$ cat src/rtl/fic_pkg.sv
package fic_pkg;
  typedef enum logic {
    PIN_FLUSH   = 1'b0,
    PIN_INHIBIT = 1'b1
  } pin_mode_e;
endpackage

$ cat src/rtl/fic_flush_arb.sv
module fic_flush_arb #(
  parameter int THR_W = 6
) (
  input  logic             clk_i,
  input  logic             rst_ni,
  input  logic             flush_sel_i,
  input  logic             pin_i,
  input  logic [THR_W-1:0] thr_i,
  input  logic             frame_start_i,
  input  logic             frame_end_i,
  input  logic             word_wr_i,
  output logic             in_frame_o,
  output logic             flush_take_o,
  output logic             flushed_o
);
  localparam logic [THR_W-1:0] CNT_MAX = {THR_W{1'b1}};

  logic             in_frame_q;
  logic [THR_W-1:0] wcnt_q;
  logic             pend_q;
  logic             flushed_q;
  logic             below_thr;
  logic             accept;

  assign below_thr    = (thr_i == '0) || (wcnt_q < thr_i);
  assign accept       = in_frame_q && flush_sel_i && pin_i && below_thr;
  assign flush_take_o = frame_end_i && in_frame_q && (pend_q || accept);
  assign in_frame_o   = in_frame_q;
  assign flushed_o    = flushed_q;

  always_ff @(posedge clk_i or negedge rst_ni) begin
    if (!rst_ni) begin
      in_frame_q <= 1'b0;
    end else if (frame_start_i) begin
      in_frame_q <= 1'b1;
    end else if (frame_end_i) begin
      in_frame_q <= 1'b0;
    end
  end

  // words seen in this frame, saturating
  always_ff @(posedge clk_i or negedge rst_ni) begin
    if (!rst_ni) begin
      wcnt_q <= '0;
    end else if (frame_start_i) begin
      wcnt_q <= '0;
    end else if (in_frame_q && word_wr_i && (wcnt_q != CNT_MAX)) begin
      wcnt_q <= wcnt_q + 1'b1;
    end
  end

  always_ff @(posedge clk_i or negedge rst_ni) begin
    if (!rst_ni) begin
      pend_q <= 1'b0;
    end else if (frame_start_i || frame_end_i) begin
      pend_q <= 1'b0;
    end else if (accept) begin
      pend_q <= 1'b1;
    end
  end

  always_ff @(posedge clk_i or negedge rst_ni) begin
    if (!rst_ni) begin
      flushed_q <= 1'b0;
    end else begin
      flushed_q <= flush_take_o;
    end
  end

  AST_PEND_CLEAR: assert property (@(posedge clk_i) disable iff (!rst_ni)
    frame_end_i |=> !pend_q);

  AST_LATE_IGNORED: assert property (@(posedge clk_i) disable iff (!rst_ni)
    (in_frame_q && (thr_i != '0) && (wcnt_q >= thr_i) && !pend_q) |=> !pend_q);

  AST_IDLE_NO_PEND: assert property (@(posedge clk_i) disable iff (!rst_ni)
    (!in_frame_q && !frame_start_i) |=> !pend_q);

  AST_PULSE_ONE: assert property (@(posedge clk_i) disable iff (!rst_ni)
    flushed_q |=> !flushed_q);
endmodule

$ cat src/rtl/fic_rx_ptr.sv
module fic_rx_ptr #(
  parameter int PTR_W = 8
) (
  input  logic             clk_i,
  input  logic             rst_ni,
  input  logic             in_frame_i,
  input  logic             frame_start_i,
  input  logic             frame_end_i,
  input  logic             word_wr_i,
  input  logic             flush_take_i,
  output logic [PTR_W-1:0] wr_ptr_o,
  output logic [PTR_W-1:0] sof_ptr_o
);
  logic [PTR_W-1:0] wr_q;
  logic [PTR_W-1:0] sof_q;
  logic [PTR_W-1:0] wr_next;

  assign wr_next   = wr_q + PTR_W'(in_frame_i && word_wr_i);
  assign wr_ptr_o  = wr_q;
  assign sof_ptr_o = sof_q;

  always_ff @(posedge clk_i or negedge rst_ni) begin
    if (!rst_ni) begin
      wr_q <= '0;
    end else if (flush_take_i) begin
      wr_q <= sof_q;
    end else begin
      wr_q <= wr_next;
    end
  end

  always_ff @(posedge clk_i or negedge rst_ni) begin
    if (!rst_ni) begin
      sof_q <= '0;
    end else if (frame_start_i) begin
      sof_q <= wr_q;
    end else if (frame_end_i && in_frame_i && !flush_take_i) begin
      sof_q <= wr_next;
    end
  end

  AST_PTR_STEP: assert property (@(posedge clk_i) disable iff (!rst_ni)
    (in_frame_i && word_wr_i && !frame_end_i) |=> (wr_ptr_o == $past(wr_ptr_o) + PTR_W'(1)));

  AST_FLUSH_REWIND: assert property (@(posedge clk_i) disable iff (!rst_ni)
    flush_take_i |=> (wr_ptr_o == $past(sof_ptr_o)));

  AST_SOF_HOLD: assert property (@(posedge clk_i) disable iff (!rst_ni)
    (in_frame_i && !frame_end_i && !frame_start_i) |=> $stable(sof_ptr_o));

  AST_KEEP_COMMIT: assert property (@(posedge clk_i) disable iff (!rst_ni)
    (frame_end_i && in_frame_i && !flush_take_i) |=> (sof_ptr_o == wr_ptr_o));
endmodule

$ cat src/rtl/fic_tx_gate.sv
module fic_tx_gate (
  input  logic clk_i,
  input  logic rst_ni,
  input  logic inhibit_sel_i,
  input  logic pin_i,
  input  logic tx_req_i,
  input  logic tx_end_i,
  output logic tx_grant_o,
  output logic tx_busy_o
);
  logic block_q;
  logic busy_q;
  logic block_now;

  assign block_now  = inhibit_sel_i && pin_i;
  // block_q holds off the grant one cycle past the pin falling
  assign tx_grant_o = tx_req_i && !busy_q && !block_q && !block_now;
  assign tx_busy_o  = busy_q;

  always_ff @(posedge clk_i or negedge rst_ni) begin
    if (!rst_ni) begin
      block_q <= 1'b0;
    end else begin
      block_q <= block_now;
    end
  end

  always_ff @(posedge clk_i or negedge rst_ni) begin
    if (!rst_ni) begin
      busy_q <= 1'b0;
    end else if (tx_grant_o) begin
      busy_q <= 1'b1;
    end else if (tx_end_i) begin
      busy_q <= 1'b0;
    end
  end

  AST_GRANT_BUSY: assert property (@(posedge clk_i) disable iff (!rst_ni)
    tx_grant_o |=> tx_busy_o);

  AST_BUSY_HOLD: assert property (@(posedge clk_i) disable iff (!rst_ni)
    (tx_busy_o && !tx_end_i) |=> tx_busy_o);
endmodule

$ cat src/rtl/flush_inhibit_ctrl.sv
module flush_inhibit_ctrl
  import fic_pkg::*;
#(
  parameter int PTR_W = 8,
  parameter int THR_W = 6
) (
  input  logic             clk_i,
  input  logic             rst_ni,
  input  logic             mode_i,
  input  logic             pin_i,
  input  logic [THR_W-1:0] rx_thr_i,
  input  logic             frame_start_i,
  input  logic             frame_end_i,
  input  logic             word_wr_i,
  output logic [PTR_W-1:0] wr_ptr_o,
  output logic [PTR_W-1:0] sof_ptr_o,
  output logic             flushed_o,
  input  logic             tx_req_i,
  input  logic             tx_end_i,
  output logic             tx_grant_o,
  output logic             tx_busy_o
);
  pin_mode_e mode;
  logic      flush_sel;
  logic      inhibit_sel;
  logic      in_frame;
  logic      flush_take;

  assign mode        = pin_mode_e'(mode_i);
  assign flush_sel   = (mode == PIN_FLUSH);
  assign inhibit_sel = (mode == PIN_INHIBIT);

  fic_flush_arb #(.THR_W(THR_W)) u_arb (
    .clk_i         (clk_i),
    .rst_ni        (rst_ni),
    .flush_sel_i   (flush_sel),
    .pin_i         (pin_i),
    .thr_i         (rx_thr_i),
    .frame_start_i (frame_start_i),
    .frame_end_i   (frame_end_i),
    .word_wr_i     (word_wr_i),
    .in_frame_o    (in_frame),
    .flush_take_o  (flush_take),
    .flushed_o     (flushed_o)
  );

  fic_rx_ptr #(.PTR_W(PTR_W)) u_ptr (
    .clk_i         (clk_i),
    .rst_ni        (rst_ni),
    .in_frame_i    (in_frame),
    .frame_start_i (frame_start_i),
    .frame_end_i   (frame_end_i),
    .word_wr_i     (word_wr_i),
    .flush_take_i  (flush_take),
    .wr_ptr_o      (wr_ptr_o),
    .sof_ptr_o     (sof_ptr_o)
  );

  fic_tx_gate u_tx (
    .clk_i         (clk_i),
    .rst_ni        (rst_ni),
    .inhibit_sel_i (inhibit_sel),
    .pin_i         (pin_i),
    .tx_req_i      (tx_req_i),
    .tx_end_i      (tx_end_i),
    .tx_grant_o    (tx_grant_o),
    .tx_busy_o     (tx_busy_o)
  );
endmodule

$ cat config.mk
export PLATFORM = sky130hd
export DESIGN_NAME = flush_inhibit_ctrl
export DESIGN_NICKNAME = d
export VERILOG_FILES = /design/src/rtl/fic_pkg.sv /design/src/rtl/fic_flush_arb.sv /design/src/rtl/fic_rx_ptr.sv /design/src/rtl/fic_tx_gate.sv /design/src/rtl/flush_inhibit_ctrl.sv
export SDC_FILE = /design/constraint.sdc
export NUM_CORES = 1
export LEC_CHECK = 0
export BUFFER_PORTS_ARGS = -buffer_cell sky130_fd_sc_hd__buf_4
export CAP_MARGIN = 30
export CORE_MARGIN = 2
export CORE_UTILIZATION = 50
export DETAILED_ROUTE_END_ITERATION = 8
export PLACE_DENSITY_LB_ADDON = 0.25
export SLEW_MARGIN = 20
export SYNTH_ARGS = -nofsm -noshare
export SYNTH_HDL_FRONTEND = slang
export SYNTH_SLANG_ARGS = --single-unit
$ cat constraint.sdc
create_clock -name clk_i -period 2.79 [get_ports clk_i]
set_clock_uncertainty 0.05 [all_clocks]
set_input_delay 0.558 -clock clk_i [delete_from_list [all_inputs] [get_ports clk_i]]
set_output_delay 0.558 -clock clk_i [all_outputs]
set_load 0.005 [all_outputs]
==> results of run 1 <==
layout by cell type, fill, tap and decap left out, types with 3 or more instances in the layout:
| master | netlist | routed |
|---|---|---|
| buf_4 | 0 | 34 |
| dfrtp_1 | 27 | 27 |
| mux2_2 | 18 | 18 |
| nor2_1 | 13 | 13 |
| xor2_1 | 11 | 11 |
| inv_1 | 8 | 8 |
| ha_1 | 8 | 8 |
| nand2_1 | 7 | 7 |
| xnor2_1 | 6 | 6 |
| a21o_1 | 4 | 4 |
| nand4_1 | 3 | 3 |
| clkbuf_4 | 0 | 3 |
power groups by stage:
stage          combinational, W  clock (W)  sequential [W]
2_1_floorplan          0.000210          0        0.000581
3_3_place_gp           0.000400          0        0.000586
3_5_place_dp           0.000413          0        0.000592
4_1_cts                0.000415   0.000170        0.000586
5_1_grt                0.000442   0.000190        0.000602
6_report               0.000408   0.000163        0.000585
sequential cells by signal, summed over array words and instances, names as in the netlist:
signal	flops
u_tx.block_q	1
u_arb.in_frame_o	1
u_arb.flushed_o	1
u_tx.tx_busy_o	1
u_arb.pend_q	1
u_arb.wcnt_q	6
u_ptr.wr_ptr_o	8
u_ptr.sof_ptr_o	8
area by class of cell:
type / instances / area [um2] / share of cell area [%]
multi-input combinational: 95 / 765.7 / 42.71
sequential: 27 / 675.6 / 37.68
timing repair buffer: 34 / 255.2 / 14.24
tap: 31 / 38.79 / 2.163
inverter: 8 / 30.03 / 1.675
clock buffer: 3 / 22.52 / 1.256
clock inverter: 1 / 5.005 / 0.2791
path summary, 6_finish.rpt:
path                                           end  slack (ns)
worst max-delay path            u_ptr.sof_ptr_o[5]        0.45
worst min-delay path               u_arb.wcnt_q[5]        0.07
worst max register to register  u_ptr.sof_ptr_o[5]        0.45
worst min register to register      u_tx.tx_busy_o        0.48
max in group asynchronous        u_ptr.wr_ptr_o[5]        2.36
min in group clk_i                    u_arb.pend_q        0.35
per-layer routing:
metal  up-vias  global-route usage, %  part of all wire (%)
met2        32                  34.19                    49
met4         0                  7.309                   1.4
met5         -                      0                     0
li1        532                      -                     -
met1       538                  23.56                    44
met3         8                  3.516                   5.8
logic make-up (layout without fill, tap and decap cells):
| kind of cell | Yosys count | in the layout | share of synthesized area (%) |
|---|---|---|---|
| XOR/XNOR | 17 | 17 | 10.07 |
| adder cells (fa/ha/maj) | 8 | 8 | 6.768 |
| AO/OA/AOI/OAI | 14 | 14 | 7.953 |
| buffers and inverters | 10 | 46 | 2.538 |
| AND/OR/NAND/NOR | 37 | 37 | 12.61 |
| multiplexers | 19 | 19 | 14.38 |
| flip-flops | 27 | 27 | 45.69 |
per-stage QoR:
step | setup WS (ns) | util, % | instances | power (W)
floorplan | 0.4616 | - | 132 | 0.0007916
global placement | 0.2533 | 63.47 | 195 | 0.0009853
detailed placement | 0.1804 | 63.47 | 195 | 0.001005
CTS | 0.4250 | 64.46 | 199 | 0.001172
global route | 0.2886 | 64.46 | 199 | 0.001234
finish | 0.4545 | 64.46 | 199 | 0.001156
worst register-to-register path, cell delays in order (launching register included):
cell and delay [ns]:
dfrtp_1 0.46, ha_1 0.32, a21o_1 0.20, a31oi_1 0.15, o21ai_0 0.16, a221oi_4 0.50, mux2_2 0.40
==> flow_summary.yaml, run 1 <==
run_status:
  outcome: "complete, no violations"
sta:
  period_needed_ns: 2.336
  period_share_pct: 83.71
  worstMarginPinSlew_ns: 0.5570
  tns_ns: 0
  rsz0062_at_grt: "no"
  slew_headroom_pct: 62.70
  timing.fmax_mhz: 428.2
  slew_violations: 0
  setup_viol: 0
  hold_ws_ns: 0.07165
  hold_violations: 0
setup_path:
  crit_type: "register to register"
  cp_max_fo: 8
  arrival_ns: 2.50
  r2r_start: "u_arb.wcnt_q[3]"
  crit_path_top_delay_cell: "a221oi_4"
  worst-path-stages: 6
  cp-end-kind: "register"
  startpoint_type: "register"
  reg2reg_depth: 6
  path_cells: "ha_1 -> a21o_1 -> a31oi_1 -> o21ai_0 -> a221oi_4 -> mux2_2"
  cpPeakStageDelay_ns: 0.50
  worst-path-buf-inv: 0
  crit_path_start: "u_arb.wcnt_q[3]"
  path_delay_family: "compound AO/OA/AOI/OAI gates"
  cp.required_ns: 2.96
global_routing:
  grt_pass1_vias: 1131
  antenna_found_initial: 0
  grt_overflow: 0
  grt_max_degree: 28
  grt_usage_pct: 19.41
  grt_pass1_wl_um: 5023
final_layout:
  fin_nets: 192
  nFillCells: 231
  drive_gt1_share_pct: 36.31
  design_area_um2: 1793
  antenna_cells: 0
  areaGrowthSynthToFinish_pct: 21.24
route:
  ant_nets: 0
  vias: 1110
  dr.pass1.iters: 4
  routed_wl_um: 2950
  drtIter0Drc: 27
  drc: 0
  wl_per_cell_um: 14.82
  viasPerCell: 5.578
synthesis:
  synthCells: 132
  synth_edf_count: 0
  synth_cell_types: 31
  synth-seq-area-share_pct: 45.69
  yosysMostFrequentCell: "dfrtp_1"
  synth_ff_type: "dfrtp_1"
  syn_area_um2: 1479
  synth_area_leaders: "dfrtp_1 (46%), mux2_2 (14%), ha_1 (6.8%), xor2_1 (6.5%), xnor2_1 (3.6%)"
  synth-seq-cells: 27
  synthTopCellsByCount: "dfrtp_1 (27), mux2_2 (18), nor2_1 (13)"
  synth.top_cell.area_share_pct: 45.69
  yosysTopAreaCell: "dfrtp_1"
  synth_fp_nets: 155
  yosys_warnings: 0
  async_reset_ff_share_pct: 100.0
  avgSynthCellArea_um2: 11.20
power:
  vdd_drop_max_uv: 582.7
  netSwitchingPower_w: 0.0003519
  switching_share_pct: 30.44
  seq_power_share_pct: 50.6
  leakagePower_nw: 0.9342
  p_clk_share_pct: 14.1
  powerDensity_nw_per_um2: 644.8
  comb_power_share_pct: 35.3
  p_int_w: 0.0008042
clocking:
  tritoncts: "yes"
  clk_path_buf_depth: 2
  cts_setup_buffers: 0
  clkLatencyLatePin_ns: 0.32
  path_clk_slew_ns: 0.14
  cts_buffers: 3
  cts.sinks: 27
  ctsResizeCount: 0
  htree_levels: 1
  clock-root-buffer: "clkbuf_4"
  cts_hold_buffers: 0
die:
  die_area_um2: 3409
  core_um2: 2781
  die_h_um: 58.39
  ios: 34
  num_rows: 19
  die_w_um: 58.39
  start_util_pct: 53.17
flow_run:
  max_cap_viol_count: 0
min_path:
  min_path_type: "input pin to asynchronous set/reset pin"
place:
  hpwlAfterDp_um: 2234
  placed_cell_area_um2: 1765
  io_buffers: 33
  gp_congestion: 0.7563
(Power assumes the default switching activity.)
==> inputs of run 2 (changes only) <==
==> constraint.sdc (replaced) <==
create_clock -name clk_i -period 2.4 [get_ports clk_i]
set_clock_uncertainty 0.05 [all_clocks]
set_input_delay 0.48 -clock clk_i [delete_from_list [all_inputs] [get_ports clk_i]]
set_output_delay 0.48 -clock clk_i [all_outputs]
set_load 0.005 [all_outputs]
==> run 2 against run 1 <==
Net effect: flip-flop and latch count unchanged; first-iteration DRC count increased by 41%; maximum frequency increased by 3.4%; combinational power increased by 19%; critical endpoint is now u_ptr.sof_ptr_o[0]; clock power increased by 23%; critical path depth increased by 1; die area unchanged; core utilization increased by 1.9 points; cell area increased by 2.9%; clock-buffer cell count unchanged.
==> flow_summary.yaml, run 2 (synthesis results as in run 1) <==
final_layout:
  drive_gt1_share_pct: 36.84
  fin_nets: 195
  layout_commonest_cell: "buf_4"
  areaGrowthSynthToFinish_pct: 24.79
  stdcell_count: 202
  layout.area.seq_um2: 675.6
  antenna_cells: 0
  nFillCells: 235
  most-common-layout-cells: "buf_4 (34), dfrtp_1 (27), mux2_2 (18), nor2_1 (13), xor2_1 (11)"
  fin_util_pct: 66.35
  multi_input_area_um2: 765.7
clocking:
  path_clk_slew_ns: 0.16
  clk_path_buf_depth: 2
  clkLatencyLatePin_ns: 0.33
  htree_levels: 1
  cts.sinks: 27
  cts_buffers: 3
  cts_setup_buffers: 0
  clock-root-buffer: "clkbuf_4"
  tritoncts: "yes"
place:
  io_buffers: 33
  hpwlAfterDp_um: 2175
  gp_congestion: 0.7934
  post-place-ws_ns: 0.01178
  placed_cells: 197
global_routing:
  grt_pass1_wl_um: 5043
  use_met3_pct: 2.857
  use_met2_pct: 32.26
  grt_busiest_layer: "met2"
  grt_usage_pct: 19.11
  grt_overflow: 0
  grt_use_met1_pct: 25.07
  antenna_found_initial: 0
  grt_pass1_vias: 1146
  grt_max_degree: 28
sta:
  timing.fmax_mhz: 442.7
  slew_headroom_pct: 60.20
  tns_ns: 0
  rsz0062_at_grt: "no"
  slew_violations: 0
  setup_viol: 0
  final.setup.worst_slack_ns: 0.1414
  period_needed_ns: 2.259
  hold_violations: 0
  period_share_pct: 94.11
  worstMarginPinSlew_ns: 0.5943
die:
  start_util_pct: 53.17
  die_h_um: 58.39
  core_um2: 2781
  die_w_um: 58.39
  num_rows: 19
  ios: 34
  die_area_um2: 3409
route:
  routed_wl_um: 2876
  drtIter0Drc: 38
  ant_nets: 0
  vias: 1098
  viasPerCell: 5.436
  wl_per_cell_um: 14.24
  drc: 0
  dr.pass1.iters: 4
flow_run:
  max_cap_viol_count: 0
power:
  p_clk_share_pct: 14.7
  leakagePower_nw: 0.9513
  comb_power_share_pct: 35.5
  powerDensity_nw_per_um2: 740.9
  power_w: 0.001367
  switching_share_pct: 30.95
  netSwitchingPower_w: 0.0004232
  p_int_w: 0.0009440
  vdd_drop_max_uv: 693.6
  seq_power_share_pct: 49.8
setup_path:
  arrival_ns: 2.43
  startpoint_type: "register"
  cp_max_fo: 8
  r2r_end: "u_ptr.sof_ptr_o[0]"
  rrSetupSlack_ns: 0.14
  cp.required_ns: 2.57
  crit_type: "register to register"
  cp-end-kind: "register"
  r2r_start: "u_arb.wcnt_q[3]"
  reg2reg_depth: 7
min_path:
  hold_path_depth: 2
  min_path_type: "input pin to register"
  worst_hold_startpoint: "frame_end_i"
  hold-path-endpoint: "u_arb.pend_q"
run_status:
  outcome: "complete, no violations"
## run 2: cell types whose count changed in the layout (fill, tap and decap cells not counted), sizes merged
cell,previous run,this run
clkinv,1,0
buf,34,36
dlygate4sd3,0,1
clkinvlp,0,1
## run 2: final cells by class
type	instances	share of cell area (%)
clock buffers	3	1.220
clock inverters	1	0.4068
inverters	8	1.627
multi-input cells	95	41.49
flip-flops and latches	27	36.61
well taps	31	2.102
repair buffers	37	16.54
## run 2: how the worst max path moves through the flow
stage / startpoint / endpoint / slack [ns] / cells past startpoint
floorplan: rx_thr_i[3] / u_ptr.wr_ptr_o[0] / 0.15 / 7
global route: u_arb.wcnt_q[3] / u_ptr.wr_ptr_o[1] / 0.04 / 7
CTS: u_arb.wcnt_q[3] / u_ptr.wr_ptr_o[1] / 0.14 / 7
global placement: rx_thr_i[3] / u_ptr.wr_ptr_o[4] / 0.05 / 9
finish: u_arb.wcnt_q[3] / u_ptr.sof_ptr_o[0] / 0.14 / 7
detailed placement: rx_thr_i[3] / u_ptr.wr_ptr_o[1] / 0.01 / 9
## run 2: power groups by stage
| stage | registers (W) | logic (W) | clock network [W] |
|---|---|---|---|
| global route | 0.000698 | 0.000540 | 0.000223 |
| finish | 0.000680 | 0.000486 | 0.000201 |
| CTS | 0.000679 | 0.000495 | 0.000208 |
| detailed placement | 0.000687 | 0.000491 | 0 |
| floorplan | 0.000676 | 0.000244 | 0 |
| global placement | 0.000680 | 0.000473 | 0 |
## run 2: metal layers
metal / vias up / share of wire [%]
li1: 535 / -
met1: 529 / 46
met2: 30 / 48
met3: 4 / 5.4
met4: 0 / 0.90
met5: - / 0
## run 2: critical path, cell delays in order, from the launching register on
cell and delay, ns:
dfrtp_1 0.48, ha_1 0.32, a21o_1 0.19, a31oi_1 0.16, o21ai_0 0.16, a221oi_4 0.31
buf_12 0.16, mux2_2 0.32
## run 2: per-stage QoR
step                hold slack, ns  area [um2]
detailed placement          0.3647        1805
global route                0.2444        1846
global placement            0.3618        1805
finish                      0.2534        1846
CTS                         0.2431        1846
floorplan                   0.1344        1479
## run 2: what timing repair did
action	CTS	global route
endpoints found under the setup margin	0	3
endpoints found under the hold margin	19	0
hold buffers	1	0
gates resized for setup	0	1
